===== config.mk =====
export PLATFORM = sky130hd
export DESIGN_NAME = spi_hold_slave
export DESIGN_NICKNAME = d
export VERILOG_FILES = /design/src/rtl/spi_hold_pkg.sv /design/src/rtl/spi_pin_sync.sv /design/src/rtl/spi_rx_shift.sv /design/src/rtl/spi_tx_shift.sv /design/src/rtl/spi_hold_slave.sv
export SDC_FILE = /design/constraint.sdc
export NUM_CORES = 1
export LEC_CHECK = 0
export ABC_AREA = 1
export BUFFER_PORTS_ARGS = -buffer_cell sky130_fd_sc_hd__clkbuf_2
export CORE_ASPECT_RATIO = 2
export CORE_MARGIN = 2
export CORE_UTILIZATION = 30
export DETAILED_ROUTE_END_ITERATION = 6
export PLACE_DENSITY = 0.53
export SETUP_SLACK_MARGIN = 0.3
export SLEW_MARGIN = 20
export SYNTH_ARGS = -nofsm -noshare
export SYNTH_HDL_FRONTEND = slang
export SYNTH_SLANG_ARGS = --single-unit

===== constraint.sdc =====
create_clock -name clk -period 1.6 [get_ports clk]
set_clock_uncertainty 0.1 [all_clocks]
set_input_delay 0.08 -clock clk [delete_from_list [all_inputs] [get_ports clk]]
set_output_delay 0.08 -clock clk [all_outputs]
set_load 0.05 [all_outputs]

===== src/rtl/spi_hold_pkg.sv =====
package spi_hold_pkg;

    // Link controller states.
    typedef enum logic [2:0] {
        LNK_LOCKED,
        LNK_IDLE,
        LNK_ADDR,
        LNK_ADDR_HELD,
        LNK_DATA,
        LNK_DATA_HELD,
        LNK_SKIP
    } lnk_state_e;

    // Bit positions of the bus pins inside the synchronizer vector.
    localparam int unsigned PIN_SCK  = 3;
    localparam int unsigned PIN_CS   = 2;
    localparam int unsigned PIN_HOLD = 1;
    localparam int unsigned PIN_SI   = 0;
    localparam int unsigned PIN_N    = 4;

    // Values the synchronizers hold in reset: select low keeps the lockout
    // armed, pause inactive (high), clock and data low.
    localparam logic [PIN_N-1:0] PIN_RST = 4'b0010;

endpackage


===== src/rtl/spi_pin_sync.sv =====
module spi_pin_sync #(
    parameter int unsigned      WIDTH   = 4,
    parameter int unsigned      STAGES  = 2,
    parameter logic [WIDTH-1:0] RST_VAL = '0
) (
    input  logic             clk,
    input  logic             rst_n,
    input  logic [WIDTH-1:0] pin_i,
    output logic [WIDTH-1:0] cur_o,
    output logic [WIDTH-1:0] prev_o
);

    logic [WIDTH-1:0] chain [STAGES];
    logic [WIDTH-1:0] last_q;

    always_ff @(posedge clk or negedge rst_n) begin
        if (!rst_n) begin
            for (int i = 0; i < STAGES; i++) begin
                chain[i] <= RST_VAL;
            end
        end else begin
            chain[0] <= pin_i;
            for (int i = 1; i < STAGES; i++) begin
                chain[i] <= chain[i-1];
            end
        end
    end

    // One extra stage so the controller can see edges.
    always_ff @(posedge clk or negedge rst_n) begin
        if (!rst_n) begin
            last_q <= RST_VAL;
        end else begin
            last_q <= chain[STAGES-1];
        end
    end

    assign cur_o  = chain[STAGES-1];
    assign prev_o = last_q;

endmodule


===== src/rtl/spi_rx_shift.sv =====
module spi_rx_shift #(
    parameter int unsigned BYTE_W = 8
) (
    input  logic              clk,
    input  logic              rst_n,
    input  logic              clear_i,
    input  logic              shift_i,
    input  logic              bit_i,
    output logic              done_o,
    output logic [BYTE_W-1:0] byte_o
);

    localparam int unsigned       CNT_W = (BYTE_W > 1) ? $clog2(BYTE_W) : 1;
    localparam logic [CNT_W-1:0]  LAST  = CNT_W'(BYTE_W - 1);

    logic [CNT_W-1:0]  cnt_q;
    logic [BYTE_W-1:0] sh_q;

    assign byte_o = {sh_q[BYTE_W-2:0], bit_i};
    assign done_o = shift_i && (cnt_q == LAST);

    always_ff @(posedge clk or negedge rst_n) begin
        if (!rst_n) begin
            cnt_q <= '0;
            sh_q  <= '0;
        end else if (clear_i) begin
            cnt_q <= '0;
            sh_q  <= '0;
        end else if (shift_i) begin
            sh_q  <= byte_o;
            cnt_q <= done_o ? '0 : cnt_q + 1'b1;
        end
    end

endmodule


===== src/rtl/spi_tx_shift.sv =====
module spi_tx_shift #(
    parameter int unsigned BYTE_W = 8
) (
    input  logic              clk,
    input  logic              rst_n,
    input  logic              clear_i,
    input  logic              load_i,
    input  logic [BYTE_W-1:0] load_val_i,
    input  logic              shift_i,
    output logic              bit_o
);

    logic [BYTE_W-1:0] sh_q;
    logic              out_q;

    always_ff @(posedge clk or negedge rst_n) begin
        if (!rst_n) begin
            sh_q  <= '0;
            out_q <= 1'b0;
        end else if (clear_i) begin
            sh_q  <= '0;
            out_q <= 1'b0;
        end else if (load_i) begin
            sh_q  <= load_val_i;
        end else if (shift_i) begin
            out_q <= sh_q[BYTE_W-1];
            sh_q  <= {sh_q[BYTE_W-2:0], 1'b0};
        end
    end

    assign bit_o = out_q;

endmodule


===== src/rtl/spi_hold_slave.sv =====
module spi_hold_slave
    import spi_hold_pkg::*;
#(
    parameter int unsigned                    BYTE_W      = 8,
    parameter int unsigned                    ADDR_W      = 2,
    parameter int unsigned                    SYNC_STAGES = 2,
    parameter logic [BYTE_W-ADDR_W-1:0]       ID_CODE     = 6'b101101
) (
    input  logic              clk,
    input  logic              rst_n,
    input  logic              spi_sck,
    input  logic              spi_cs_n,
    input  logic              spi_hold_n,
    input  logic              spi_si,
    input  logic [ADDR_W-1:0] dev_addr,
    input  logic [BYTE_W-1:0] tx_data,
    output logic              spi_so_data,
    output logic              spi_so_en,
    output logic              rx_valid,
    output logic [BYTE_W-1:0] rx_data,
    output logic              rx_first,
    output logic              tx_take,
    output logic              frame_open
);

    // ---------------------------------------------------------------
    // Pin synchronizers and edge detection
    // ---------------------------------------------------------------
    logic [PIN_N-1:0] pin_vec;
    logic [PIN_N-1:0] pin_cur;
    logic [PIN_N-1:0] pin_prev;

    assign pin_vec[PIN_SCK]  = spi_sck;
    assign pin_vec[PIN_CS]   = spi_cs_n;
    assign pin_vec[PIN_HOLD] = spi_hold_n;
    assign pin_vec[PIN_SI]   = spi_si;

    spi_pin_sync #(
        .WIDTH   (PIN_N),
        .STAGES  (SYNC_STAGES),
        .RST_VAL (PIN_RST)
    ) u_sync (
        .clk    (clk),
        .rst_n  (rst_n),
        .pin_i  (pin_vec),
        .cur_o  (pin_cur),
        .prev_o (pin_prev)
    );

    logic cs_hi;
    logic sck_rise;
    logic sck_fall;
    logic hold_fall;
    logic hold_rise;

    assign cs_hi     = pin_cur[PIN_CS];
    assign sck_rise  =  pin_cur[PIN_SCK] && !pin_prev[PIN_SCK];
    assign sck_fall  = !pin_cur[PIN_SCK] &&  pin_prev[PIN_SCK];
    // Pause edges count only while the serial clock is low.
    assign hold_fall = !pin_cur[PIN_HOLD] &&  pin_prev[PIN_HOLD] && !pin_cur[PIN_SCK];
    assign hold_rise =  pin_cur[PIN_HOLD] && !pin_prev[PIN_HOLD] && !pin_cur[PIN_SCK];

    // ---------------------------------------------------------------
    // State
    // ---------------------------------------------------------------
    lnk_state_e state_q;
    lnk_state_e state_d;

    logic              byte_done;
    logic [BYTE_W-1:0] byte_val;
    logic              addr_match;
    logic              rx_shift_en;
    logic              tx_shift_en;
    logic              tx_load;
    logic              first_pend_q;

    assign addr_match = (byte_val == {ID_CODE, dev_addr});

    always_ff @(posedge clk or negedge rst_n) begin
        if (!rst_n) begin
            state_q <= LNK_LOCKED;
        end else begin
            state_q <= state_d;
        end
    end

    always_comb begin
        state_d = state_q;
        unique case (state_q)
            LNK_LOCKED: begin
                if (cs_hi) state_d = LNK_IDLE;
            end
            LNK_IDLE: begin
                if (!cs_hi) state_d = LNK_ADDR;
            end
            LNK_ADDR: begin
                if (cs_hi)          state_d = LNK_IDLE;
                else if (hold_fall) state_d = LNK_ADDR_HELD;
                else if (byte_done) state_d = addr_match ? LNK_DATA : LNK_SKIP;
            end
            LNK_ADDR_HELD: begin
                if (cs_hi)          state_d = LNK_IDLE;
                else if (hold_rise) state_d = LNK_ADDR;
            end
            LNK_DATA: begin
                if (cs_hi)          state_d = LNK_IDLE;
                else if (hold_fall) state_d = LNK_DATA_HELD;
            end
            LNK_DATA_HELD: begin
                if (cs_hi)          state_d = LNK_IDLE;
                else if (hold_rise) state_d = LNK_DATA;
            end
            LNK_SKIP: begin
                if (cs_hi) state_d = LNK_IDLE;
            end
            default: state_d = LNK_LOCKED;
        endcase
    end

    // ---------------------------------------------------------------
    // Shifters
    // ---------------------------------------------------------------
    assign rx_shift_en = sck_rise && !cs_hi &&
                         ((state_q == LNK_ADDR) || (state_q == LNK_DATA));
    assign tx_shift_en = sck_fall && !cs_hi && !hold_fall && (state_q == LNK_DATA);
    assign tx_load     = byte_done &&
                         ((state_q == LNK_DATA) || ((state_q == LNK_ADDR) && addr_match));

    spi_rx_shift #(
        .BYTE_W (BYTE_W)
    ) u_rx (
        .clk     (clk),
        .rst_n   (rst_n),
        .clear_i (cs_hi),
        .shift_i (rx_shift_en),
        .bit_i   (pin_cur[PIN_SI]),
        .done_o  (byte_done),
        .byte_o  (byte_val)
    );

    spi_tx_shift #(
        .BYTE_W (BYTE_W)
    ) u_tx (
        .clk        (clk),
        .rst_n      (rst_n),
        .clear_i    (cs_hi),
        .load_i     (tx_load),
        .load_val_i (tx_data),
        .shift_i    (tx_shift_en),
        .bit_o      (spi_so_data)
    );

    // ---------------------------------------------------------------
    // Outputs to the command layer
    // ---------------------------------------------------------------
    always_ff @(posedge clk or negedge rst_n) begin
        if (!rst_n) begin
            rx_valid     <= 1'b0;
            rx_data      <= '0;
            rx_first     <= 1'b0;
            tx_take      <= 1'b0;
            first_pend_q <= 1'b0;
        end else begin
            rx_valid <= 1'b0;
            rx_first <= 1'b0;
            tx_take  <= tx_load;
            if (byte_done && (state_q == LNK_DATA)) begin
                rx_valid     <= 1'b1;
                rx_data      <= byte_val;
                rx_first     <= first_pend_q;
                first_pend_q <= 1'b0;
            end
            if (byte_done && (state_q == LNK_ADDR) && addr_match) begin
                first_pend_q <= 1'b1;
            end
        end
    end

    assign spi_so_en  = (state_q == LNK_DATA);
    assign frame_open = (state_q == LNK_DATA) || (state_q == LNK_DATA_HELD);

endmodule


==> impl_metrics.env <==
export IMPL_die_y_um=119
export IMPL_synth_seq_area_share_pct=56.1
export IMPL_final_instance_count_excl_fill=374
export IMPL_vias=1669
export IMPL_synth_compound_area_share_pct=9.27
export IMPL_max_slew_margin_rel_pct=72.3
export IMPL_hp_class="in2reg"
export IMPL_drc=0
export IMPL_insertion_delay_ps=290
export IMPL_stdcell_area_mm2=0.00299
export IMPL_port_buffers=29
export IMPL_avgSynthCellArea_um2=9.08
export IMPL_synth_simple_area_share_pct=26.7
export IMPL_setup_viol=0
export IMPL_ys_ff_latch=44
export IMPL_synthMuxAreaShare_pct=0
export IMPL_num_rows=41
export IMPL_nNetsFinal=305
export IMPL_tritoncts="done"
export IMPL_arrival_ps=1610
export IMPL_placed_cells=347
export IMPL_via_per_inst=4.46
export IMPL_synth_cell_area_mm2=0.00197
export IMPL_drtIter0Drc=81
export IMPL_synth_warnings=0
export IMPL_track_usage_pct=13.7
export IMPL_maxCapViolations=0
export IMPL_area_delta_synth_final_pct=51.6
export IMPL_ys_types=25
export IMPL_num_antenna_cells=0
export IMPL_slew_viol_final=0
export IMPL_dpl_hpwl_mm=3.17
export IMPL_grt_pass1_vias=1626
export IMPL_synth_top_family_by_area="simple AND/OR/NAND/NOR gates"
export IMPL_firstDrtPassIters=4
export IMPL_grtUsageMet1_pct=14.5
export IMPL_max_vdd_ir_drop_v=0.000669
export IMPL_synth_nets=235
export IMPL_period_minus_slack_ps=1530
export IMPL_cts_max_level=2
export IMPL_hold_violations=0
export IMPL_crit_fanout=3
export IMPL_max_freq_mhz=653
export IMPL_use_met2_pct=23.3
export IMPL_grt_pass1_wl_mm=7.36
export IMPL_start_kind="register"
export IMPL_start_util_pct=31.2
export IMPL_core_mm2=0.00631
export IMPL_powerDensity_mw_per_mm2=1050
export IMPL_die_area_mm2=0.00727
export IMPL_post_route_period_util_pct=95.7
export IMPL_num_io_pins=30
export IMPL_rsz0062_at_grt="true"
export IMPL_synth_xor_area_share_pct=0
export IMPL_p_leak_nw=1.47
export IMPL_drt_wl_total_mm=4.54
export IMPL_cts_buffers=5
export IMPL_crit_type="reg2reg"
export IMPL_clk_pin_slew_ps=60
export IMPL_grt_max_degree=31
export IMPL_top_usage_layer="met2"
export IMPL_placed_cell_area_mm2=0.00239
export IMPL_worst_pin_slew_ps=416
export IMPL_drive_above_1_share_pct=49.3
export IMPL_ant_nets=0
export IMPL_synthCells=217
export IMPL_required_ps=1680
export IMPL_dieWidth_um=61.3
export IMPL_wl_per_cell_um=12.1
export IMPL_regToRegSetupSlack_ps=70
export IMPL_root_buffer="clkbuf_16"
export IMPL_cp_end_kind="register"
export IMPL_grt_use_met3_pct=3.39
export IMPL_outcome="finished clean"
export IMPL_grt_ovfl_total=0
export IMPL_clkSinkCount=44
export IMPL_synthAdderAreaFrac_pct=1.27
export IMPL_grt_antenna_before_repair=0
export IMPL_place_congestion=0.918
export IMPL_clk_path_buf_depth=2
final timing paths:
path	startpoint	end	cells past startpoint
max in group asynchronous	rst_n	u_tx.sh_q[1]	3
worst min-delay path	tx_data[1]	u_tx.sh_q[1]	5
worst max register to register	u_sync.cur_o[1]	state_q[2]	10
worst min register to register	u_sync.chain[6]	u_sync.cur_o[2]	0
worst max-delay path	u_sync.cur_o[1]	state_q[2]	10
min in group asynchronous	rst_n	state_q[1]	2
kinds of logic after synthesis:
logic type / count (synthesis)
buffers and inverters: 30
AND/OR/NAND/NOR: 115
adder cells (fa/ha/maj): 2
flip-flops: 44
AO/OA/AOI/OAI: 26
synth_stat cells, drive strengths merged:
cell | instances | area share [%]
o211ai | 1 | 0.38
inv | 27 | 5.3
nor3 | 2 | 0.76
nand2 | 73 | 15
o21ai | 14 | 5.3
a21oi | 1 | 0.25
a32o | 1 | 0.51
buf | 3 | 1.4
ha | 2 | 1.3
nand3 | 25 | 7.5
nand3b | 1 | 0.38
nor2 | 14 | 3.0
dfrtp | 41 | 52
o22ai | 9 | 2.9
dfstp | 3 | 4.0
worst max-delay path, cell delays in order (launching register included):
cell and delay (ps):
dfstp_2 540, inv_2 50, nand3_4 80, nand2_4 70, buf_6 120, nor2_2 110
nand2_2 80, nand2_2 80, a21oi_2 50, nand2_1 90, nand2_1 50
stage by stage:
stage          power [mW]  util, %  setup TNS (ps)  setup WS, ps  hold WS, ps
2_1_floorplan        1.64        -               0           101         -316
6_report             3.15     47.4               0          68.6         11.1
5_1_grt              3.33     47.4            -126         -31.5         32.4
3_3_place_gp         1.84     37.9            -241         -40.9        -66.9
4_1_cts              3.05     44.4               0          81.2         8.89
3_5_place_dp         1.84     37.9            -490         -84.0        -65.9
state kept, by name, summed over array words and instances (netlist names), 2 cells and up:
register / cells
state_q: 3
u_rx.sh_q: 7
u_sync.cur_o: 4
u_sync.prev_o: 2
rx_data: 8
u_tx.sh_q: 8
u_rx.cnt_q: 3
u_sync.chain: 4
layout make-up:
| type | count | area (µm²) |
|---|---|---|
| clock buffers | 7 | 143 |
| fillers | 613 | 3320 |
| clock inverters | 1 | 7.51 |
| flip-flops and latches | 44 | 1110 |
| well taps | 86 | 108 |
| multi-input cells | 143 | 988 |
| repair buffers | 66 | 523 |
| inverters | 27 | 111 |
routing by layer:
layer	vias to the layer above	routed length (µm)
met5	-	0
met4	0	132
met3	9	154
met2	33	2630
met1	789	1630
li1	838	-
what timing repair did:
action | in CTS | in global routing
hold endpoints to repair | 49 | 0
hold buffers | 6 | 0
pin swaps | 15 | 11
gates cloned | 0 | 0
buffers inserted | 6 | 7
gates resized for setup | 43 | 32
setup endpoints to repair | 35 | 36
where the power goes:
part           internal [mW]  switching (mW)
combinational          0.385           0.499
clock                  0.622           0.422
sequential              1.18          0.0428
cell usage in the layout (no fill, tap or decap), types with 7 or more instances in the layout:
master / instances
nand2_4: 7
buf_4: 17
o21ai_2: 11
clkbuf_2: 27
buf_6: 12
nand3_1: 15
nand2_1: 55
dfrtp_1: 39
nand2_2: 9
inv_1: 15
inv_2: 9
No activity file was read; power rests on OpenSTA's default activity.
